File: config.mk
export PLATFORM = sky130hd
export DESIGN_NAME = itc_gen
export DESIGN_NICKNAME = d
export VERILOG_FILES = /design/src/rtl/itc_pkg.sv /design/src/rtl/itc_rst_sync.sv /design/src/rtl/itc_seq_ctrl.sv /design/src/rtl/itc_code_gen.sv /design/src/rtl/itc_gen.sv
export SDC_FILE = /design/constraint.sdc
export NUM_CORES = 1
export LEC_CHECK = 0
export ABC_AREA = 1
export CORE_UTILIZATION = 54
export DETAILED_ROUTE_END_ITERATION = 10
export GPL_ROUTABILITY_DRIVEN = 0
export PLACE_DENSITY = 0.77
export SYNTH_ARGS = -nofsm -noshare
export SYNTH_HDL_FRONTEND = slang
export SYNTH_HIERARCHICAL = 1
export SYNTH_SLANG_ARGS = --single-unit
File: constraint.sdc
create_clock -name clk -period 3.1 [get_ports clk]
set_clock_uncertainty 0.15 [all_clocks]
set_input_delay 0.62 -clock clk [delete_from_list [all_inputs] [get_ports clk]]
set_output_delay 0.62 -clock clk [all_outputs]
set_load 0.05 [all_outputs]
File: src/rtl/itc_pkg.sv
package itc_pkg;

  typedef enum logic [1:0] {
    ITC_COUNT    = 2'd0,
    ITC_OFFSET   = 2'd1,
    ITC_TRUECOMP = 2'd2
  } itc_mode_e;

  // Encoding 3 is folded onto plain counting
  function automatic itc_mode_e itc_norm(input logic [1:0] m);
    itc_mode_e r;
    case (m)
      2'd1:    r = ITC_OFFSET;
      2'd2:    r = ITC_TRUECOMP;
      default: r = ITC_COUNT;
    endcase
    return r;
  endfunction

endpackage

File: src/rtl/itc_rst_sync.sv
module itc_rst_sync (
  input  logic clk,
  input  logic rst_n,
  output logic rst_sync_n
);

  logic [1:0] sync_q;

  always_ff @(posedge clk or negedge rst_n) begin
    if (!rst_n) sync_q <= 2'b00;
    else        sync_q <= {sync_q[0], 1'b1};
  end

  assign rst_sync_n = sync_q[1];

endmodule

File: src/rtl/itc_seq_ctrl.sv
module itc_seq_ctrl
  import itc_pkg::*;
#(
  parameter int NETS   = 7,
  parameter int CODE_W = 4,
  parameter int NET_W  = $clog2(NETS),
  parameter int VIDX_W = $clog2(2 * $clog2(NETS) + 1),
  parameter int SEL_W  = (CODE_W > 1) ? $clog2(CODE_W) : 1
) (
  input  logic              clk,
  input  logic              rst_n,
  input  logic              start_i,
  input  logic              shift_en_i,
  input  itc_mode_e         mode_i,
  output logic              run_o,
  output logic              shift_o,
  output logic              wrap_o,
  output logic [NET_W-1:0]  net_o,
  output logic [VIDX_W-1:0] vec_o,
  output itc_mode_e         mode_o,
  output logic [SEL_W-1:0]  bit_sel_o,
  output logic              invert_o,
  output logic              update_o,
  output logic              done_o
);

  localparam int LEN_C = $clog2(NETS);
  localparam int LEN_M = $clog2(NETS + 2);
  localparam int LEN_T = 2 * LEN_C;

  logic [NET_W-1:0]  net_q, net_d;
  logic [VIDX_W-1:0] vec_q, vec_d;
  itc_mode_e         mode_q, mode_d;
  logic              run_q, run_d;
  logic              done_q, done_d;
  logic              upd_q, upd_d;

  logic              shift;
  logic              last_net;
  logic              last_vec;
  logic [VIDX_W-1:0] vec_max;
  logic [VIDX_W-1:0] rel_pos;

  always_comb begin
    case (mode_q)
      ITC_OFFSET:   vec_max = VIDX_W'(LEN_M - 1);
      ITC_TRUECOMP: vec_max = VIDX_W'(LEN_T - 1);
      default:      vec_max = VIDX_W'(LEN_C - 1);
    endcase
  end

  assign shift    = run_q & shift_en_i;
  assign last_net = (net_q == NET_W'(NETS - 1));
  assign last_vec = (vec_q == vec_max);

  // next state
  always_comb begin
    net_d  = net_q;
    vec_d  = vec_q;
    mode_d = mode_q;
    run_d  = run_q;
    done_d = done_q;
    upd_d  = 1'b0;
    if (start_i) begin
      net_d  = '0;
      vec_d  = '0;
      mode_d = mode_i;
      run_d  = 1'b1;
      done_d = 1'b0;
    end else if (shift) begin
      if (last_net) begin
        net_d = '0;
        upd_d = 1'b1;
        if (last_vec) begin
          run_d  = 1'b0;
          done_d = 1'b1;
        end else begin
          vec_d = vec_q + 1'b1;
        end
      end else begin
        net_d = net_q + 1'b1;
      end
    end
  end

  // registers
  always_ff @(posedge clk or negedge rst_n) begin
    if (!rst_n) begin
      net_q  <= '0;
      vec_q  <= '0;
      mode_q <= ITC_COUNT;
      run_q  <= 1'b0;
      done_q <= 1'b0;
      upd_q  <= 1'b0;
    end else begin
      net_q  <= net_d;
      vec_q  <= vec_d;
      mode_q <= mode_d;
      run_q  <= run_d;
      done_q <= done_d;
      upd_q  <= upd_d;
    end
  end

  // bit position within the code word, folded for the complement half
  always_comb begin
    rel_pos  = vec_q;
    invert_o = 1'b0;
    if (mode_q == ITC_TRUECOMP && vec_q >= VIDX_W'(LEN_C)) begin
      rel_pos  = vec_q - VIDX_W'(LEN_C);
      invert_o = 1'b1;
    end
  end

  assign bit_sel_o = SEL_W'(rel_pos);
  assign run_o     = run_q;
  assign shift_o   = shift;
  assign wrap_o    = last_net;
  assign net_o     = net_q;
  assign vec_o     = vec_q;
  assign mode_o    = mode_q;
  assign update_o  = upd_q;
  assign done_o    = done_q;

  a_r6_update_single: assert property (@(posedge clk) disable iff (!rst_n)
    upd_q |=> !upd_q);

  a_r7_done_with_update: assert property (@(posedge clk) disable iff (!rst_n)
    $rose(done_q) |-> upd_q);

  a_r7_done_stops_run: assert property (@(posedge clk) disable iff (!rst_n)
    done_q |-> !run_q);

  a_r8_freeze: assert property (@(posedge clk) disable iff (!rst_n)
    (!start_i && !shift_en_i) |=> ($stable(net_q) && $stable(vec_q)));

  a_r9_restart: assert property (@(posedge clk) disable iff (!rst_n)
    start_i |=> (run_q && vec_q == '0 && net_q == '0 && !done_q));

  a_r5_vec_in_range: assert property (@(posedge clk) disable iff (!rst_n)
    run_q |-> (vec_q <= vec_max));

endmodule

File: src/rtl/itc_code_gen.sv
module itc_code_gen #(
  parameter int CODE_W = 4,
  parameter int SEL_W  = (CODE_W > 1) ? $clog2(CODE_W) : 1
) (
  input  logic              clk,
  input  logic              rst_n,
  input  logic              load_i,
  input  logic              load_base_i,
  input  logic              step_i,
  input  logic              wrap_i,
  input  logic              run_base_i,
  input  logic [SEL_W-1:0]  bit_sel_i,
  input  logic              invert_i,
  input  logic              active_i,
  output logic [CODE_W-1:0] code_o,
  output logic              sdata_o
);

  logic [CODE_W-1:0] code_q, code_d;
  logic [CODE_W-1:0] hit;
  logic              sel_bit;

  always_comb begin
    code_d = code_q;
    if (load_i)      code_d = CODE_W'(load_base_i);
    else if (step_i) code_d = wrap_i ? CODE_W'(run_base_i) : code_q + 1'b1;
  end

  always_ff @(posedge clk or negedge rst_n) begin
    if (!rst_n) code_q <= '0;
    else        code_q <= code_d;
  end

  // bit-select multiplexer, one match term per code bit
  for (genvar g = 0; g < CODE_W; g++) begin : g_sel
    assign hit[g] = (bit_sel_i == SEL_W'(g)) & code_q[g];
  end

  assign sel_bit = |hit;
  assign sdata_o = active_i & (sel_bit ^ invert_i);
  assign code_o  = code_q;

  a_r3_no_zero_code: assert property (@(posedge clk) disable iff (!rst_n)
    (active_i && run_base_i) |-> (code_q != '0));

endmodule

File: src/rtl/itc_gen.sv
module itc_gen
  import itc_pkg::*;
#(
  parameter int NETS   = 7,
  parameter int CODE_W = 4,
  parameter int NET_W  = $clog2(NETS),
  parameter int VIDX_W = $clog2(2 * $clog2(NETS) + 1),
  parameter int SEL_W  = (CODE_W > 1) ? $clog2(CODE_W) : 1
) (
  input  logic              clk,
  input  logic              rst_n,
  input  logic [1:0]        mode_i,
  input  logic              start_i,
  input  logic              shift_en_i,
  output logic              sdata_o,
  output logic [VIDX_W-1:0] vec_idx_o,
  output logic              update_o,
  output logic              done_o
);

  logic              rst_sync_n;
  itc_mode_e         mode_in;
  itc_mode_e         mode_q;
  logic              run;
  logic              shift;
  logic              wrap;
  logic [NET_W-1:0]  net;
  logic [SEL_W-1:0]  bit_sel;
  logic              invert;
  logic [CODE_W-1:0] code;

  assign mode_in = itc_norm(mode_i);

  itc_rst_sync rst_sync_i (
    .clk        (clk),
    .rst_n      (rst_n),
    .rst_sync_n (rst_sync_n)
  );

  itc_seq_ctrl #(
    .NETS   (NETS),
    .CODE_W (CODE_W),
    .NET_W  (NET_W),
    .VIDX_W (VIDX_W),
    .SEL_W  (SEL_W)
  ) ctrl_i (
    .clk        (clk),
    .rst_n      (rst_sync_n),
    .start_i    (start_i),
    .shift_en_i (shift_en_i),
    .mode_i     (mode_in),
    .run_o      (run),
    .shift_o    (shift),
    .wrap_o     (wrap),
    .net_o      (net),
    .vec_o      (vec_idx_o),
    .mode_o     (mode_q),
    .bit_sel_o  (bit_sel),
    .invert_o   (invert),
    .update_o   (update_o),
    .done_o     (done_o)
  );

  itc_code_gen #(
    .CODE_W (CODE_W),
    .SEL_W  (SEL_W)
  ) code_i (
    .clk         (clk),
    .rst_n       (rst_sync_n),
    .load_i      (start_i),
    .load_base_i (mode_in == ITC_OFFSET),
    .step_i      (shift),
    .wrap_i      (wrap),
    .run_base_i  (mode_q == ITC_OFFSET),
    .bit_sel_i   (bit_sel),
    .invert_i    (invert),
    .active_i    (run),
    .code_o      (code),
    .sdata_o     (sdata_o)
  );

  // code counter and net counter stay in step
  a_r2_code_tracks_net: assert property (@(posedge clk) disable iff (!rst_sync_n)
    run |-> (code == CODE_W'(net) + CODE_W'(mode_q == ITC_OFFSET)));

  a_r7_idle_output_low: assert property (@(posedge clk) disable iff (!rst_sync_n)
    !run |-> !sdata_o);

endmodule

==> run summary, run 1 <==
outcome: finished clean
kind of critical path: reg2out
Final ANT Viol Nets: 0
Global Route Usage Sum: 23.0%
worst path required time: 2.33 ns
vias per cell: 5.07
fin. max-slew vios: 0
Clock Latency Late Sink: 0.29 ns
PD cells: 353 mW/mm^2
Core Region: 0.00176 sq mm
Synth Area per Inst: 7.66 sq um
CTS tree: built
fmax: 0.339 GHz
GR peak layer: met2
first-pass GRT wire length: 3.38 mm
cts bufs inserted: 3
Pre-antenna DRT Iters: 4
total wire length: 2.09 mm
Post-synth EDFFs: 0
largest net degree at the start of global routing: 16
die width: 45.9 microns
Hold Crit Class: reg2async
Synth top area share: 40.8%
vias in the first global route: 833
FILL cells: 159
r2r setup slk: 1.51 ns
maximum clock insertion buffer count: 2
GR Overflow Total: 0
Finished Core Util: 70.6%
CTS clk-pin slew, worst paths: 0.10 ns
syn_nets: 147
Starting DRT DRC Count: 27
LEAKAGE: 0.616 nW
synth cell count leaders: nand2_1 (40), inv_1 (19), dfrtp_1 (17), nor2_1 (10)
fraction of layout cells with a size suffix above 1: 17.8%
Seq/Total Area, Yosys: 40.8%
Final Non-Filler Cells: 177
Power Total: 0.000440 W
Cells after DPL: 171
Initial Util: 59.1%
worst r2r dst: ctrl_i/run_o$_DFFE_PN0P_
R2R depth: 9
row cnt: 15
number of top-level pins: 12
met2 Use GR: 41.4%
met1 Resource Use GR: 25.8%
met3 usage: 3.97%
worst vdd ir: 342 uV
Synth Register Bits: 17
element type at the critical path end: output port
area leader, netlist: dfrtp_1
H-Tree Depth: 1
Tcrit/Tclk final: 95.1%
Synth Instances: 136
per-cell routed wire length: 11.8 microns
Die Footprint: 0.00211 sq mm
maxcap violations: 0
ant diodes: 0
area of the mapped netlist: 0.00104 sq mm
CTS Sinks: 17
CTS Hold Buffers Added: 0
post-synthesis async set-or-reset flop share: 100%
CTS root buf: clkbuf_4
post-place setup slack: 0.327 ns
Final HPWL DP: 1.61 mm
Yosys warning total: 6
Vias: 898
antenna violations before repair: 0
Slew Limit Headroom: 59.7%
worst reg2reg path startpoint: ctrl_i/mode_o[0]$_DFFE_PN0P_
Final WS setup: 0.151 ns
number of port buffers: 11
Fin Hold WS: 0.0953 ns
CP Launch Type: register
final setup fails: 0
Worst-Margin Slew: 0.604 ns
most common cell in the netlist: nand2_1
DRC viols: 0
crit path DAT: 2.18 ns
worst-path maximum fanout: 3
Final min period: 2.95 ns
Die H: 45.9 microns
Hold Fails Final Rpt: 0
fin nets: 164
P&R area growth vs syn: 19.4%
largest cells by area after synthesis: dfrtp_1 (41%), nand2_1 (14%), inv_1 (6.8%), ha_1 (6.0%), nand3_2 (4.8%)
most used flip-flop cell after synthesis: dfrtp_1
Netlist cell types: 25
## repair_timing
item / CTS / global route
buffers inserted: 0 / 2
endpoints found under the setup margin: 1 / 1
pin swaps: 0 / 0
endpoints found under the hold margin: 0 / 0
gates resized for setup: 1 / 3
## report_power, final
group          switching, W  total (W)  internal (W)
Clock             0.0000662   0.000116     0.0000500
Combinational     0.0000461  0.0000780     0.0000319
Sequential        0.0000141   0.000245      0.000231
## layout by cell type, fill, tap and decap left out
| cell type | synthesis | layout |
|---|---|---|
| dfrtp_1 | 17 | 15 |
| clkbuf_4 | 0 | 3 |
| dfrtp_2 | 0 | 2 |
| o22ai_1 | 1 | 1 |
| nand3_1 | 5 | 5 |
| nor2_1 | 10 | 9 |
| nand4_1 | 4 | 4 |
| xor2_2 | 0 | 1 |
| conb_1 | 1 | 1 |
| xnor2_2 | 1 | 1 |
| a21oi_1 | 3 | 3 |
| nand2_2 | 0 | 1 |
| nand3_2 | 5 | 5 |
| o21ai_0 | 3 | 3 |
| a22oi_1 | 1 | 1 |
| inv_2 | 5 | 5 |
| nand3_4 | 1 | 1 |
| clkbuf_1 | 0 | 1 |
| nor2_2 | 2 | 3 |
| buf_4 | 0 | 2 |
| buf_12 | 0 | 1 |
| a21boi_0 | 1 | 1 |
| clkdlybuf4s50_1 | 0 | 10 |
| a21oi_2 | 1 | 1 |
| nor2_4 | 1 | 1 |
| inv_1 | 19 | 19 |
| a31oi_1 | 1 | 1 |
| o21ai_1 | 5 | 5 |
| ha_1 | 5 | 5 |
| nand2_1 | 40 | 39 |
| nor3_1 | 2 | 2 |
## cell families (layout without fill, tap and decap cells)
family | Yosys count | after routing | share of synthesized area (%)
AO/OA/AOI/OAI | 16 | 16 | 8.76
XOR/XNOR | 2 | 2 | 2.40
adder cells (fa/ha/maj) | 5 | 5 | 6.00
buffers and inverters | 25 | 41 | 9.12
flip-flops | 17 | 17 | 40.8
other | 1 | 1 | 0.360
AND/OR/NAND/NOR | 70 | 70 | 32.5
## critical path, stage by stage (launching register included)
cell and delay [ns]:
dfrtp_2 0.43, ha_1 0.20, ha_1 0.17, nor2_1 0.09, o21ai_1 0.08, nand2_2 0.10
xor2_2 0.18, inv_1 0.07, nand2_1 0.08, nand3_2 0.08, nand3_2 0.07, nand2_1 0.07
nor2_2 0.13, buf_12 0.15
## metrics by stage
step,instance area [sq um],TNS (ns)
after floorplan,1040,0
after global placement,1190,0
after detailed placement,1190,0
after CTS,1220,0
after global routing,1240,-0.000185
final,1240,0
## routing by layer
metal	share of wire (%)	up-vias
li1	-	461
met1	43	419
met2	54	16
met3	2.5	2
met4	0.57	0
met5	0	-
## final cells by class
class                      count  area (sq um)  area share [%]
tap                           25          31.3            2.51
sequential                    17           428            34.4
clock buffer                   4          26.3            2.11
timing repair buffer          13           135            10.9
multi-input combinational     94           534            42.9
inverter                      24          90.1            7.24
## sequential cells by signal (all words and copies together) (netlist names)
register	cells
rst_sync_i/sync_q	2
ctrl_i/net_o	3
code_i/code_o	4
ctrl_i/done_o	1
ctrl_i/vec_o	3
ctrl_i/update_o	1
ctrl_i/run_o	1
ctrl_i/mode_o	2
## worst max path at each step
stage | startpoint | endpoint | slack (ns)
global route | ctrl_i/vec_o[0]$_DFFE_PN0P_ | sdata_o | -0.0002
detailed placement | ctrl_i/vec_o[0]$_DFFE_PN0P_ | sdata_o | 0.33
CTS | ctrl_i/vec_o[0]$_DFFE_PN0P_ | sdata_o | 0.04
global placement | ctrl_i/vec_o[0]$_DFFE_PN0P_ | sdata_o | 0.46
finish | ctrl_i/vec_o[0]$_DFFE_PN0P_ | sdata_o | 0.15
floorplan | ctrl_i/vec_o[0]$_DFFE_PN0P_ | sdata_o | 0.07
(Power assumes the default switching activity.)
==> run 2, diff against run 1 <==
Settings changed: ABC_AREA 1 to not set, CORE_MARGIN set to 2, CORE_UTILIZATION 54 to 52, PLACE_DENSITY 0.77 to 0.76, SKIP_CTS_REPAIR_TIMING set to 1.
==> run 2 against run 1 <==
  * The flow now finishes with violations (setup timing)
  * Core utilization shrank 4.9 points
  * Wire length shrank 27%
  * Critical path depth shrank 4
  * Sequential power is essentially flat
  * Register-to-register slack lost 0.26 ns
  * Critical endpoint unchanged
  * Largest power group unchanged
==> run summary, run 2 <==
met3 usage: 3.97%
first-pass GRT wire length: 2.60 mm
failing checks: setup timing
post-synthesis async set-or-reset flop share: 100%
Pre-antenna DRT Iters: 4
syn_nets: 97
worst path required time: 2.33 ns
Hold Crit Class: reg2async
fmax: 0.309 GHz
CP Launch Type: register
CTS root buf: clkbuf_4
antenna violations before repair: 0
Worst Path Buf+Inv: 1
Fin Hold WS: 0.106 ns
CP dominant cell by count: ha_2
maximum clock insertion buffer count: 2
largest cells by area after synthesis: dfrtp_1 (47%), ha_1 (6.8%), xnor2_1 (4.8%), nor2_1 (3.3%), mux2_2 (2.5%)
fin nets: 113
CP cell instances: ha_2 -> ha_2 -> a211o_1 -> nand2_2 -> xnor2_2 -> mux4_2 -> xor2_1 -> and2_4 -> buf_12
maxcap violations: 0
Netlist cell types: 36
fraction of layout cells with a size suffix above 1: 23.8%
met1 Resource Use GR: 19.6%
Die Footprint: 0.00211 sq mm
Global Route Usage Sum: 17.5%
Starting DRT DRC Count: 18
vias in the first global route: 656
number of port buffers: 11
most frequent cells in the layout: dfrtp_1 (14), clkdlybuf4s50_1 (10), nor2_1 (8), nand2_1 (5)
met2 Use GR: 29.4%
post-route setup TNS: -0.133 ns
Vias: 669
DRC viols: 0
H-Tree Depth: 1
area leader, netlist: dfrtp_1
row cnt: 15
GR Overflow Total: 0
commonest non-fill, non-tap cell in the layout: dfrtp_1
die width: 45.9 microns
Cell Area, Placed: 0.00107 sq mm
most common cell in the netlist: dfrtp_1
Synth Instances: 86
crit path DAT: 2.46 ns
Tcrit/Tclk final: 104%
CP delay by family, top: multiplexers
ant diodes: 0
Final ANT Viol Nets: 0
area of the mapped netlist: 915 sq um
Synth Area per Inst: 10.6 sq um
Hold Fails Final Rpt: 0
Synth Register Bits: 17
Final WS setup: -0.133 ns
cts bufs inserted: 3
worst-path maximum fanout: 3
Synth top area share: 46.5%
max reg flops: 4
Die H: 45.9 microns
CTS clk-pin slew, worst paths: 0.10 ns
largest net degree at the start of global routing: 18
Post-synth EDFFs: 0
P&R area growth vs syn: 21.2%
Final min period: 3.23 ns
vias per cell: 5.67
LEAKAGE: 0.481 nW
worst vdd ir: 285 uV
Initial Util: 54.1%
post-place setup slack: 0.101 ns
Slowest cell on crit path: mux4_2
Core Region: 0.00169 sq mm
synth cell count leaders: dfrtp_1 (17), nor2_1 (8), nand2_1 (6), ha_1 (5), xnor2_1 (5)
Clock Latency Late Sink: 0.28 ns
Final Non-Filler Cells: 118
outcome: finished, violations left
PD cells: 378 mW/mm^2
Yosys warning total: 6
Final HPWL DP: 1.13 mm
per-cell routed wire length: 12.9 microns
fin. max-slew vios: 0
worst stage delay on the critical path: 0.52 ns
most used flip-flop cell after synthesis: dfrtp_1
GR peak layer: met2
CTS tree: built
total wire length: 1.52 mm
Seq/Total Area, Yosys: 46.5%
element type at the critical path end: output port
RSZ-0062 raised after global routing: true
final setup fails: 1
CTS Sinks: 17
final instance area: 0.00111 sq mm
Cells after DPL: 114
number of top-level pins: 12
kind of critical path: reg2out
Worst-Margin Slew: 0.610 ns
Slew Limit Headroom: 59.4%
[run 2: cell count changes after synthesis, moves of 3 or more]
cell / delta
nand3_2: -5
xnor2_1: +5
nand3_1: -4
nand3b_1: +3
inv_2: -5
nand2_1: -34
o21ai_1: -5
inv_1: -15
nand4_1: -4
[run 2: final timing paths]
kind,start,to,slack [ns],depth (start not counted)
worst max-delay path,ctrl_i/vec_o[0]$_DFFE_PN0P_,sdata_o,-0.13,9
worst min-delay path,rst_sync_i/sync_q[1]$_DFF_PN0_,ctrl_i/net_o[0]$_DFFE_PN0P_,0.11,0
worst max register to register,ctrl_i/net_o[0]$_DFFE_PN0P_,ctrl_i/run_o$_DFFE_PN0P_,1.25,4
worst min register to register,rst_sync_i/sync_q[1]$_DFF_PN0_,ctrl_i/net_o[0]$_DFFE_PN0P_,0.11,0
max in group asynchronous,rst_sync_i/sync_q[1]$_DFF_PN0_,ctrl_i/vec_o[0]$_DFFE_PN0P_,2.26,0
min in group clk,rst_sync_i/sync_q[0]$_DFF_PN0_,rst_sync_i/sync_q[1]$_DFF_PN0_,0.21,0
[run 2: logic make-up (layout without fill, tap and decap cells)]
logic type	after synthesis	after routing	synth area share, %
compound gates	15	15	11.1
flops	17	17	46.5
mux	4	4	6.02
xor+xnor	7	7	6.70
fa+ha+maj	5	5	6.84
buf+inv	6	21	2.87
other cells	1	1	0.410
simple gates	31	31	19.6
[run 2: layout make-up]
class / instances / area [sq um]
inverter: 4 / 15.0
clock buffer: 3 / 22.5
fill: 138 / 581
multi-input combinational: 63 / 480
clock inverter: 1 / 5.00
tap: 17 / 21.3
sequential: 17 / 429
timing repair buffer: 13 / 135
[run 2: power by group]
group / switching [W] / total, W / internal [W]
Clock: 0.0000693 / 0.000117 / 0.0000479
Sequential: 0.0000127 / 0.000243 / 0.000230
Combinational: 0.0000274 / 0.0000585 / 0.0000311
Total: 0.000109 / 0.000419 / 0.000309
[run 2: through the flow]
stage,total power (W),utilization [%]
final,0.000419,65.6
after global routing,0.000440,65.6
after CTS,0.000424,64.7
after detailed placement,0.000306,63.1
after global placement,0.000304,63.1
after floorplan,0.000284,-
[run 2: per-layer routing]
metal  vias to the layer above  part of all wire (%)  wire length [microns]
met5                         -                     0                      0
met2                        14                    48                    733
met4                         0                   2.1                     32
met3                         4                   3.6                     55
li1                        326                     -                      -
met1                       325                    46                    697
==> run 3, diff against run 2 <==
Settings changed: ABC_AREA set to 1, CORE_ASPECT_RATIO set to 0.75, CORE_UTILIZATION 52 to 54, PLACE_DENSITY 0.76 to 0.77.
==> run 3 against run 2 <==
  * The flow now finishes without violations
  * Maximum frequency is 11% higher
  * Non-clock buffer count grew 1
  * Register-to-register slack improved by 0.26 ns
  * Via count is 35% higher
  * Design area is 17% higher
  * Core utilization increased by 7.3 points
  * Critical endpoint unchanged
  * Largest cell class unchanged
==> run summary, run 3 (same netlist as run 1, synthesis figures left out) <==
kind of critical path: reg2out
outcome: finished clean
Global Route Usage Sum: 20.0%
ant diodes: 0
Final min period: 2.91 ns
instance count on the critical path: 12
CTS tree: built
antenna violations before repair: 0
Flop pwr share: 56.0%
maxcap violations: 0
worst path required time: 2.33 ns
max reg flops: 4
largest net degree at the start of global routing: 16
LEAKAGE: 0.624 nW
CP delay by family, top: simple AND/OR/NAND/NOR gates
Die H: 42.0 microns
PD cells: 339 mW/mm^2
worst-path maximum fanout: 5
commonest non-fill, non-tap cell in the layout: nand2_1
Cells after DPL: 168
CP cell instances: ha_4 -> ha_4 -> nor2_4 -> o21ai_1 -> nand2_1 -> inv_2 -> o21ai_1 -> nand3_2 -> nand3_2 -> nand2_2 -> nor2_4 -> buf_12
FILL cells: 134
Worst Path Buf+Inv: 2
DRC viols: 0
number of port buffers: 11
Core Region: 0.00177 sq mm
cts bufs inserted: 3
Fin Hold WS: 0.111 ns
fin nets: 165
CTS root buf: clkbuf_4
Comb pwr share: 17.8%
GR Overflow Total: 0
final instance area: 0.00129 sq mm
Final Non-Filler Cells: 175
met2 Use GR: 29.3%
Final HPWL DP: 1.54 mm
crit path DAT: 2.14 ns
vias per cell: 5.17
CP Launch Type: register
met1 Resource Use GR: 30.9%
Sw Pwr: 0.000126 W
fmax: 0.343 GHz
CTS Sinks: 17
R2R depth: 8
first-pass GRT wire length: 3.42 mm
Final ANT Viol Nets: 0
Cell Area, Placed: 0.00119 sq mm
fraction of layout cells with a size suffix above 1: 22.2%
row cnt: 13
worst vdd ir: 351 uV
fin. max-slew vios: 0
Switching Share: 28.8%
Vias: 905
Clk pwr share: 26.2%
number of top-level pins: 12
internal power: 0.000312 W
Initial Util: 58.8%
Pre-antenna DRT Iters: 4
Hold Fails Final Rpt: 0
most frequent cells in the layout: nand2_1 (39), inv_1 (19), dfrtp_1 (14), clkdlybuf4s50_1 (10), nor2_1 (8)
P&R area growth vs syn: 24.0%
per-cell routed wire length: 11.6 microns
met3 usage: 3.21%
Slew Limit Headroom: 58.7%
maximum clock insertion buffer count: 2
Starting DRT DRC Count: 23
Hold Crit Class: reg2async
Die Footprint: 0.00230 sq mm
Clock Latency Late Sink: 0.28 ns
die width: 54.7 microns
final setup fails: 0
total wire length: 2.03 mm
GR peak layer: met1
Slowest cell on crit path: dfrtp_2
element type at the critical path end: output port
H-Tree Depth: 1
Finished Core Util: 72.9%
Tcrit/Tclk final: 94.0%
vias in the first global route: 791
worst stage delay on the critical path: 0.46 ns
CTS clk-pin slew, worst paths: 0.10 ns
Worst-Margin Slew: 0.620 ns
[run 3: final timing paths]
check                                               start                        endpoint  slack (ns)
setup reg to reg             ctrl_i/mode_o[1]$_DFFE_PN0P_        ctrl_i/run_o$_DFFE_PN0P_        1.51
setup / recovery              ctrl_i/vec_o[0]$_DFFE_PN0P_                         sdata_o        0.19
max in group asynchronous  rst_sync_i/sync_q[1]$_DFF_PN0_     ctrl_i/vec_o[2]$_DFFE_PN0P_        2.25
hold reg to reg            rst_sync_i/sync_q[1]$_DFF_PN0_       ctrl_i/done_o$_DFFE_PN0P_        0.11
min in group clk           rst_sync_i/sync_q[0]$_DFF_PN0_  rst_sync_i/sync_q[1]$_DFF_PN0_        0.23
hold / removal             rst_sync_i/sync_q[1]$_DFF_PN0_       ctrl_i/done_o$_DFFE_PN0P_        0.11
[run 3: metal layers]
metal	wire length [microns]	up-vias
li1	-	465
met1	997	421
met2	958	13
met3	41	6
met4	27	0
met5	0	-
[run 3: power groups by stage]
stage	registers (W)	clock network, W	logic (W)
after global placement	0.000249	0	0.0000747
after detailed placement	0.000250	0	0.0000766
final	0.000245	0.000115	0.0000781
after CTS	0.000246	0.000121	0.0000767
after global routing	0.000247	0.000133	0.0000876
after floorplan	0.000246	0	0.0000529
[run 3: stage by stage]
| stage | total power [W] | setup TNS, ns | setup slack (ns) |
|---|---|---|---|
| 3_5_place_dp | 0.000326 | 0 | 0.376 |
| 6_report | 0.000438 | 0 | 0.187 |
| 5_1_grt | 0.000468 | -0.00252 | -0.00252 |
| 2_1_floorplan | 0.000299 | 0 | 0.0724 |
| 4_1_cts | 0.000443 | 0 | 0.0518 |
| 3_3_place_gp | 0.000324 | 0 | 0.457 |
[run 3: layout make-up]
type | count | area [sq um] | area share (%)
inverter | 24 | 90.1 | 6.97
multi-input combinational | 94 | 576 | 44.5
clock buffer | 3 | 22.5 | 1.74
clock inverter | 1 | 5.00 | 0.387
sequential | 17 | 429 | 33.2
tap | 22 | 27.5 | 2.13
timing repair buffer | 14 | 143 | 11.0
